[config.mk]
export PLATFORM = sky130hd
export DESIGN_NAME = tree_walker
export DESIGN_NICKNAME = d
export VERILOG_FILES = /design/src/rtl/tw_pkg.sv /design/src/rtl/tw_va_split.sv /design/src/rtl/tw_desc_decode.sv /design/src/rtl/tw_walk_fsm.sv /design/src/rtl/tree_walker.sv
export SDC_FILE = /design/constraint.sdc
export NUM_CORES = 1
export LEC_CHECK = 0
export ABC_AREA = 1
export ABC_CLOCK_PERIOD_IN_PS = 4200
export CELL_PAD_IN_SITES_DETAIL_PLACEMENT = 1
export CELL_PAD_IN_SITES_GLOBAL_PLACEMENT = 2
export CORE_ASPECT_RATIO = 1.4
export CORE_MARGIN = 2
export CORE_UTILIZATION = 30
export DETAILED_ROUTE_END_ITERATION = 7
export PLACE_DENSITY_LB_ADDON = 0.05
export SYNTH_ARGS = -nofsm -noshare
export SYNTH_HDL_FRONTEND = slang
export SYNTH_SLANG_ARGS = --single-unit
[constraint.sdc]
create_clock -name clk -period 4.2 [get_ports clk]
set_clock_uncertainty 0.2 [all_clocks]
set_input_delay 1.05 -clock clk [delete_from_list [all_inputs] [get_ports clk]]
set_output_delay 1.05 -clock clk [all_outputs]
set_load 0.05 [all_outputs]
[src/rtl/tw_pkg.sv]
package tw_pkg;
   localparam int unsigned WORD_W   = 32;
   localparam int unsigned BIT_WP   = 2;
   localparam int unsigned BIT_USED = 3;
   localparam int unsigned BIT_MOD  = 4;

   typedef enum logic [1:0] {
      DT_INVALID = 2'd0,
      DT_PAGE    = 2'd1,
      DT_SHORT   = 2'd2,
      DT_LONG    = 2'd3
   } desc_type_e;

   typedef enum logic [2:0] {
      CZ_NONE  = 3'd0,
      CZ_INV_A = 3'd1,
      CZ_INV_B = 3'd2,
      CZ_INV_C = 3'd3,
      CZ_PROT  = 3'd4,
      CZ_BAD_C = 3'd5
   } cause_e;

   typedef enum logic [2:0] {
      S_IDLE, S_RA0, S_RA1, S_RB, S_RC, S_WR, S_RSP
   } walk_state_e;

   // Sets the used bit, and the modified bit for a write.
   function automatic logic [WORD_W-1:0] mark_word(input logic [WORD_W-1:0] w,
                                                   input logic is_wr);
      logic [WORD_W-1:0] r;
      r = w;
      r[BIT_USED] = 1'b1;
      if (is_wr) r[BIT_MOD] = 1'b1;
      return r;
   endfunction
endpackage

[src/rtl/tw_va_split.sv]
module tw_va_split #(
   parameter int unsigned IA_W  = 7,
   parameter int unsigned IB_W  = 6,
   parameter int unsigned IC_W  = 6,
   parameter int unsigned OFF_W = 13,
   localparam int unsigned VA_W   = IA_W + IB_W + IC_W + OFF_W,
   localparam int unsigned REMA_W = IB_W + IC_W + OFF_W,
   localparam int unsigned REMB_W = IC_W + OFF_W
) (
   input  logic [VA_W-1:0]   va,
   output logic [IA_W-1:0]   idx_a,
   output logic [IB_W-1:0]   idx_b,
   output logic [IC_W-1:0]   idx_c,
   output logic [REMA_W-1:0] rem_a,
   output logic [REMB_W-1:0] rem_b,
   output logic [OFF_W-1:0]  off
);
   initial begin
      a_r2_field_sum: assert (VA_W == tw_pkg::WORD_W)
         else $fatal(1, "index and offset widths must sum to the word width");
      a_r2_nonzero: assert (IA_W > 0 && IB_W > 0 && IC_W > 0 && OFF_W >= 8)
         else $fatal(1, "field widths out of range");
   end

   assign idx_a = va[VA_W-1 -: IA_W];
   assign idx_b = va[REMB_W +: IB_W];
   assign idx_c = va[OFF_W +: IC_W];
   assign rem_a = va[REMA_W-1:0];
   assign rem_b = va[REMB_W-1:0];
   assign off   = va[OFF_W-1:0];
endmodule

[src/rtl/tw_desc_decode.sv]
module tw_desc_decode
   import tw_pkg::*;
(
   input  logic [WORD_W-1:0] word,
   output desc_type_e        dtype,
   output logic              wp,
   output logic              used,
   output logic              modified,
   output logic [WORD_W-1:0] tbl_base,
   output logic [WORD_W-1:0] pg_base
);
   assign dtype    = desc_type_e'(word[1:0]);
   assign wp       = word[BIT_WP];
   assign used     = word[BIT_USED];
   assign modified = word[BIT_MOD];
   assign tbl_base = {word[WORD_W-1:4], 4'h0};
   assign pg_base  = {word[WORD_W-1:8], 8'h00};
endmodule

[src/rtl/tw_walk_fsm.sv]
module tw_walk_fsm
   import tw_pkg::*;
#(
   parameter int unsigned IA_W  = 7,
   parameter int unsigned IB_W  = 6,
   parameter int unsigned IC_W  = 6,
   parameter int unsigned OFF_W = 13
) (
   input  logic              clk,
   input  logic              rst_n,
   input  logic              req_valid,
   output logic              req_ready,
   input  logic [WORD_W-1:0] req_va,
   input  logic              req_write,
   input  logic [WORD_W-1:4] root_tbl,
   output logic              rd_req,
   output logic [WORD_W-1:0] rd_addr,
   input  logic              rd_ack,
   input  logic [WORD_W-1:0] rd_data,
   input  desc_type_e        dec_type,
   input  logic              dec_wp,
   input  logic              dec_used,
   input  logic              dec_mod,
   input  logic [WORD_W-1:0] dec_tbl,
   input  logic [WORD_W-1:0] dec_pg,
   output logic              wr_req,
   output logic [WORD_W-1:0] wr_addr,
   output logic [WORD_W-1:0] wr_data,
   input  logic              wr_ack,
   output logic              rsp_valid,
   output logic [WORD_W-1:0] rsp_pa,
   output logic              rsp_fault,
   output logic [2:0]        rsp_cause
);
   localparam int unsigned REMA_W = IB_W + IC_W + OFF_W;
   localparam int unsigned REMB_W = IC_W + OFF_W;

   walk_state_e       state;
   logic [WORD_W-1:0] va_q, attr_q, pte_addr_q, tbl_q, pa_q, wb_addr_q, wb_data_q;
   logic              wr_q, wp_acc;
   desc_type_e        dt_a_q;
   cause_e            cause_q;

   logic [IA_W-1:0]   idx_a;
   logic [IB_W-1:0]   idx_b;
   logic [IC_W-1:0]   idx_c;
   logic [REMA_W-1:0] rem_a;
   logic [REMB_W-1:0] rem_b;
   logic [OFF_W-1:0]  off;

   tw_va_split #(.IA_W(IA_W), .IB_W(IB_W), .IC_W(IC_W), .OFF_W(OFF_W)) u_split (
      .va(va_q), .idx_a(idx_a), .idx_b(idx_b), .idx_c(idx_c),
      .rem_a(rem_a), .rem_b(rem_b), .off(off)
   );

   // Descriptor addresses
   logic [WORD_W-1:0] a_addr;
   assign a_addr = {root_tbl, 4'h0} + {{(WORD_W-IA_W-3){1'b0}}, idx_a, 3'b000};

   always_comb begin
      unique case (state)
         S_RA0:   rd_addr = a_addr;
         S_RA1:   rd_addr = a_addr + WORD_W'(4);
         S_RB:    rd_addr = tbl_q + {{(WORD_W-IB_W-2){1'b0}}, idx_b, 2'b00};
         S_RC:    rd_addr = tbl_q + {{(WORD_W-IC_W-2){1'b0}}, idx_c, 2'b00};
         default: rd_addr = '0;
      endcase
   end

   // Outcome of the descriptor being acknowledged this cycle
   logic              end_page, end_fault, wp_now, pg_used, pg_mod, prot, need_wb;
   cause_e            f_cause;
   logic [WORD_W-1:0] pg_word, pg_addr, pg_pa;

   always_comb begin
      end_page  = 1'b0;
      end_fault = 1'b0;
      f_cause   = CZ_NONE;
      pg_word   = rd_data;
      pg_addr   = rd_addr;
      pg_used   = dec_used;
      pg_mod    = dec_mod;
      pg_pa     = '0;
      wp_now    = wp_acc | dec_wp;
      unique case (state)
         S_RA0: if (dec_type == DT_INVALID) begin
            end_fault = 1'b1;
            f_cause   = CZ_INV_A;
         end
         S_RA1: begin
            wp_now = wp_acc;
            if (dt_a_q == DT_PAGE) begin
               end_page = 1'b1;
               pg_word  = attr_q;
               pg_addr  = pte_addr_q;
               pg_used  = attr_q[BIT_USED];
               pg_mod   = attr_q[BIT_MOD];
               pg_pa    = dec_pg + {{(WORD_W-REMA_W){1'b0}}, rem_a};
            end
         end
         S_RB: if (dec_type == DT_INVALID) begin
            end_fault = 1'b1;
            f_cause   = CZ_INV_B;
         end else if (dec_type == DT_PAGE) begin
            end_page = 1'b1;
            pg_pa    = dec_pg + {{(WORD_W-REMB_W){1'b0}}, rem_b};
         end
         S_RC: if (dec_type == DT_INVALID) begin
            end_fault = 1'b1;
            f_cause   = CZ_INV_C;
         end else if (dec_type == DT_PAGE) begin
            end_page = 1'b1;
            pg_pa    = dec_pg + {{(WORD_W-OFF_W){1'b0}}, off};
         end else begin
            end_fault = 1'b1;
            f_cause   = CZ_BAD_C;
         end
         default: ;
      endcase
      prot    = wr_q & wp_now;
      need_wb = !pg_used || (wr_q && !pg_mod);
   end

   always_ff @(posedge clk or negedge rst_n) begin
      if (!rst_n) begin
         state      <= S_IDLE;
         va_q       <= '0;
         wr_q       <= 1'b0;
         wp_acc     <= 1'b0;
         attr_q     <= '0;
         dt_a_q     <= DT_INVALID;
         pte_addr_q <= '0;
         tbl_q      <= '0;
         pa_q       <= '0;
         wb_addr_q  <= '0;
         wb_data_q  <= '0;
         cause_q    <= CZ_NONE;
      end else begin
         unique case (state)
            S_IDLE: if (req_valid) begin
               va_q   <= req_va;
               wr_q   <= req_write;
               wp_acc <= 1'b0;
               state  <= S_RA0;
            end
            S_RA0, S_RA1, S_RB, S_RC: if (rd_ack) begin
               if (end_fault) begin
                  cause_q <= f_cause;
                  pa_q    <= '0;
                  state   <= S_RSP;
               end else if (end_page) begin
                  if (prot) begin
                     cause_q <= CZ_PROT;
                     pa_q    <= '0;
                     state   <= S_RSP;
                  end else begin
                     cause_q   <= CZ_NONE;
                     pa_q      <= pg_pa;
                     wb_addr_q <= pg_addr;
                     wb_data_q <= mark_word(pg_word, wr_q);
                     state     <= need_wb ? S_WR : S_RSP;
                  end
               end else begin
                  wp_acc <= wp_now;
                  unique case (state)
                     S_RA0: begin
                        attr_q     <= rd_data;
                        dt_a_q     <= dec_type;
                        pte_addr_q <= rd_addr;
                        state      <= S_RA1;
                     end
                     S_RA1:   begin tbl_q <= dec_tbl; state <= S_RB; end
                     default: begin tbl_q <= dec_tbl; state <= S_RC; end
                  endcase
               end
            end
            S_WR:  if (wr_ack) state <= S_RSP;
            S_RSP: state <= S_IDLE;
            default: state <= S_IDLE;
         endcase
      end
   end

   assign req_ready = (state == S_IDLE);
   assign rd_req    = (state == S_RA0) || (state == S_RA1) || (state == S_RB) || (state == S_RC);
   assign wr_req    = (state == S_WR);
   assign wr_addr   = wb_addr_q;
   assign wr_data   = wb_data_q;
   assign rsp_valid = (state == S_RSP);
   assign rsp_pa    = pa_q;
   assign rsp_fault = (cause_q != CZ_NONE);
   assign rsp_cause = cause_q;

   a_r10_ready_drops: assert property (@(posedge clk) disable iff (!rst_n)
      (req_valid && req_ready) |=> !req_ready);
   a_r10_single_rsp: assert property (@(posedge clk) disable iff (!rst_n)
      rsp_valid |=> (!rsp_valid && req_ready));
   a_r6_fault_pa_zero: assert property (@(posedge clk) disable iff (!rst_n)
      (rsp_valid && rsp_fault) |-> (rsp_pa == '0));
   a_r9_used_written: assert property (@(posedge clk) disable iff (!rst_n)
      wr_req |-> wr_data[BIT_USED]);
   a_r2_read_held: assert property (@(posedge clk) disable iff (!rst_n)
      (rd_req && !rd_ack) |=> (rd_req && $stable(rd_addr)));
   a_r10_ports_exclusive: assert property (@(posedge clk) disable iff (!rst_n)
      !(rd_req && wr_req) && !(rd_req && req_ready));
endmodule

[src/rtl/tree_walker.sv]
module tree_walker
   import tw_pkg::*;
#(
   parameter int unsigned IA_W  = 7,
   parameter int unsigned IB_W  = 6,
   parameter int unsigned IC_W  = 6,
   parameter int unsigned OFF_W = 13
) (
   input  logic              clk,
   input  logic              rst_n,
   input  logic              req_valid,
   output logic              req_ready,
   input  logic [31:0]       req_va,
   input  logic              req_write,
   input  logic [31:4]       root_tbl,
   output logic              rd_req,
   output logic [31:0]       rd_addr,
   input  logic              rd_ack,
   input  logic [31:0]       rd_data,
   output logic              wr_req,
   output logic [31:0]       wr_addr,
   output logic [31:0]       wr_data,
   input  logic              wr_ack,
   output logic              rsp_valid,
   output logic [31:0]       rsp_pa,
   output logic              rsp_fault,
   output logic [2:0]        rsp_cause
);
   desc_type_e        dec_type;
   logic              dec_wp, dec_used, dec_mod;
   logic [WORD_W-1:0] dec_tbl, dec_pg;

   tw_desc_decode u_dec (
      .word(rd_data), .dtype(dec_type), .wp(dec_wp), .used(dec_used),
      .modified(dec_mod), .tbl_base(dec_tbl), .pg_base(dec_pg)
   );

   tw_walk_fsm #(.IA_W(IA_W), .IB_W(IB_W), .IC_W(IC_W), .OFF_W(OFF_W)) u_fsm (
      .clk(clk), .rst_n(rst_n),
      .req_valid(req_valid), .req_ready(req_ready), .req_va(req_va), .req_write(req_write),
      .root_tbl(root_tbl),
      .rd_req(rd_req), .rd_addr(rd_addr), .rd_ack(rd_ack), .rd_data(rd_data),
      .dec_type(dec_type), .dec_wp(dec_wp), .dec_used(dec_used), .dec_mod(dec_mod),
      .dec_tbl(dec_tbl), .dec_pg(dec_pg),
      .wr_req(wr_req), .wr_addr(wr_addr), .wr_data(wr_data), .wr_ack(wr_ack),
      .rsp_valid(rsp_valid), .rsp_pa(rsp_pa), .rsp_fault(rsp_fault), .rsp_cause(rsp_cause)
   );
endmodule

==> out/metrics.cfg <==
[critical_path]
endpoint=rd_addr[21]
crit_arrival_ns=3.13
start_kind=flop
r2r-start=u_fsm.state[0]
end_kind=output port
timing.rr.end=u_fsm.state[0]
startpoint=u_fsm.state[1]
crit_required_ns=2.95
reg2reg_depth=13
path_class=flop to output port
path_max_fanout=7
rrSetupSlack_ns=0.79

[detailed_routing]
vias=15600
wl_met2_um=34900
ant_nets=0
wl_met3_um=1570
drc_errors=0
dr.pass1.iters=8
via_per_inst=5.00
top_layer=met4
wirelength_um=64000
dr.first_iter.drc_count=693
post_drt_wl_per_cell_um=20.5
wl_met1_um=24100

[synth]
async_flop_share=1.00
synth_edf_count=0
synthFlopType=dfrtp_1
yosysTopAreaCell=dfrtp_1
synth_common_cells=nand2_1, inv_1, dfrtp_1
synth_seq_cells=224
synth_most_common_cell=nand2_1
ys_seq_area_frac=0.400
syn_inst=2083
ys_types=42
avgSynthCellArea_um2=6.74
synth_top_area_frac=0.400
synth_warnings=0
synth_area_um2=14000
synthTopCellsByArea=dfrtp_1, nand2_1, nand3_1

[floorplan]
core_um2=46100
start_util=0.304
die_w_um=187
ios=234
die_h_um=260
die-area_um2=48500
rows=93

[outcome]
status=complete, but fails checks
violations=setup timing

[final_layout]
drive_gt1_frac=0.174
fin_area_um2=20200
n_antenna_cell=0
nNetsFinal=2610
area_growth_pct=44.2

[timing]
setup_tns_ns=-1.42
fin_crit_ns=4.38
hold-worst-slack_ns=0.272
max_freq_ghz=0.228
rsz0062_at_grt=true
tightest_slew_ns=0.779
slew_headroom=0.481
drv_slew=0
timing.final.crit_share=1.04
layout_setup_ws_ns=-0.178
report.final.hold_viol_count=0
setup_viol=15

[hold_path]
holdCritPathClass=flop to flop
hold_path_depth=2

[grt]
grt_max_degree=90
antenna_found_initial=0
grt_usage=0.260
grt_pass1_vias=16400
grt_overflow=0
grt_pass1_wl_um=96900

[place]
dp_hpwl_um=50700
gp_congestion=0.963
port_buffers=229
place_area_um2=18600

[cts]
numCtsBuffers=26
root_buffer=clkbuf_16
cts_tree=yes
clk-insertion-delay-late_ns=0.56
clock_sinks=224
path_clk_slew_ns=0.06
ctsHoldBuffers=0
h-tree-depth=1
clockBufferDepth=3

[run]
cap_violations=0

[pwr]
ir_drop_mv=0.466
p_leak_nw=10.1
powerDensity_nw_per_um2=763

-- how the worst min path moves through the flow --
stage / startpoint / endpoint / slack, ns
after CTS: u_fsm.va_q[3] / u_fsm.va_q[3] / 0.27
after detailed placement: u_fsm.va_q[3] / u_fsm.va_q[3] / 0.26
after global placement: u_fsm.pte_addr_q[6] / u_fsm.pte_addr_q[6] / 0.25
after global routing: u_fsm.va_q[3] / u_fsm.va_q[3] / 0.29
after floorplan: u_fsm.pte_addr_q[2] / u_fsm.pte_addr_q[2] / 0.23
final: u_fsm.va_q[3] / u_fsm.va_q[3] / 0.27
-- metrics by stage --
step | setup slack (ns) | util | power, mW | std cells
finish | -0.178 | 0.439 | 15.4 | 3119
global route | -0.348 | 0.439 | 16.4 | 3119
CTS | -0.262 | 0.433 | 15.3 | 3106
detailed placement | -0.487 | 0.404 | 12.6 | 3039
global placement | -0.439 | 0.404 | 12.4 | 3039
floorplan | 0.0201 | - | 8.37 | 2086
-- flip-flops by register name (all words and copies together) (netlist names) --
register          count
u_fsm.wr_data        32
u_fsm.pte_addr_q     30
u_fsm.wr_addr        30
u_fsm.tbl_q          28
u_fsm.state           3
u_fsm.wp_acc          1
u_fsm.attr_q         32
u_fsm.va_q           32
u_fsm.rsp_pa         32
u_fsm.wr_q            1
u_fsm.rsp_cause       3
-- power breakdown --
part	leakage [nW]	switching (mW)	internal [mW]	total [mW]
clock	0.418	0.977	1.25	2.23
combinational	6.85	5.82	3.69	9.51
sequential	2.84	0.680	3.02	3.70
-- cell type report --
cell class | count | area [um^2]
fillers | 5805 | 25800
multi-input cells | 1534 | 7660
flip-flops and latches | 224 | 5610
repair buffers | 446 | 4410
inverters | 250 | 948
well taps | 617 | 772
clock buffers | 35 | 744
clock inverters | 13 | 93.8
-- per-layer routing --
metal / up-vias / GRT usage
li1: 7444 / -
met1: 7744 / 0.279
met2: 279 / 0.503
met3: 132 / 0.0228
met4: 0 / 0.135
met5: - / 0
-- cells in the final DEF (no fill, tap or decap), types with 7 or more instances in the layout --
| cell | count |
|---|---|
| nand3_2 | 17 |
| clkdlybuf4s50_1 | 190 |
| nand4_1 | 46 |
| nor2_1 | 107 |
| dfrtp_1 | 224 |
| buf_12 | 43 |
| a22o_1 | 11 |
| buf_4 | 198 |
| ha_4 | 7 |
| inv_2 | 13 |
| o21ai_2 | 7 |
| nand2_1 | 735 |
| ha_1 | 19 |
| nand3_1 | 183 |
| a21oi_1 | 55 |
| clkinv_2 | 7 |
| nand2_2 | 39 |
| inv_1 | 235 |
| nand3b_1 | 11 |
| clkbuf_16 | 26 |
| o21ai_1 | 46 |
| or2_2 | 9 |
| xnor2_1 | 7 |
| nor3_1 | 22 |
| nand2_4 | 15 |
| o21ai_0 | 130 |
-- worst max-delay path: stages (launching register included) --
cell and delay [ns]:
dfrtp_1 0.39, nor2_4 0.07, nand2_4 0.11, clkinv_4 0.08, buf_4 0.15, nand2_1 0.07
nand2_2 0.07, ha_4 0.29, buf_6 0.12, nand2_4 0.06, nor2_1 0.17, nand3_1 0.16
nand2_4 0.17, nand2_2 0.06, o21bai_1 0.15, nand3_2 0.15, nand2_2 0.14, buf_12 0.14
-- repair_timing --
action,in CTS,in global routing
gates resized for setup,115,41
setup buffers,20,13
endpoints found under the hold margin,0,0
pin swaps,46,34
endpoints found under the setup margin,27,28
-- cells by family after synthesis --
group | count (synthesis) | synth area share
DFF | 224 | 0.400
and+or+nand+nor | 1202 | 0.359
buffers and inverters | 328 | 0.0933
AOI/OAI and AO/OA | 279 | 0.107
xor gates and xnor gates | 13 | 0.00811
other | 1 | 0.000267
muxes | 6 | 0.00482
adders and majority gates | 30 | 0.0284
(Power assumes the default switching activity.)
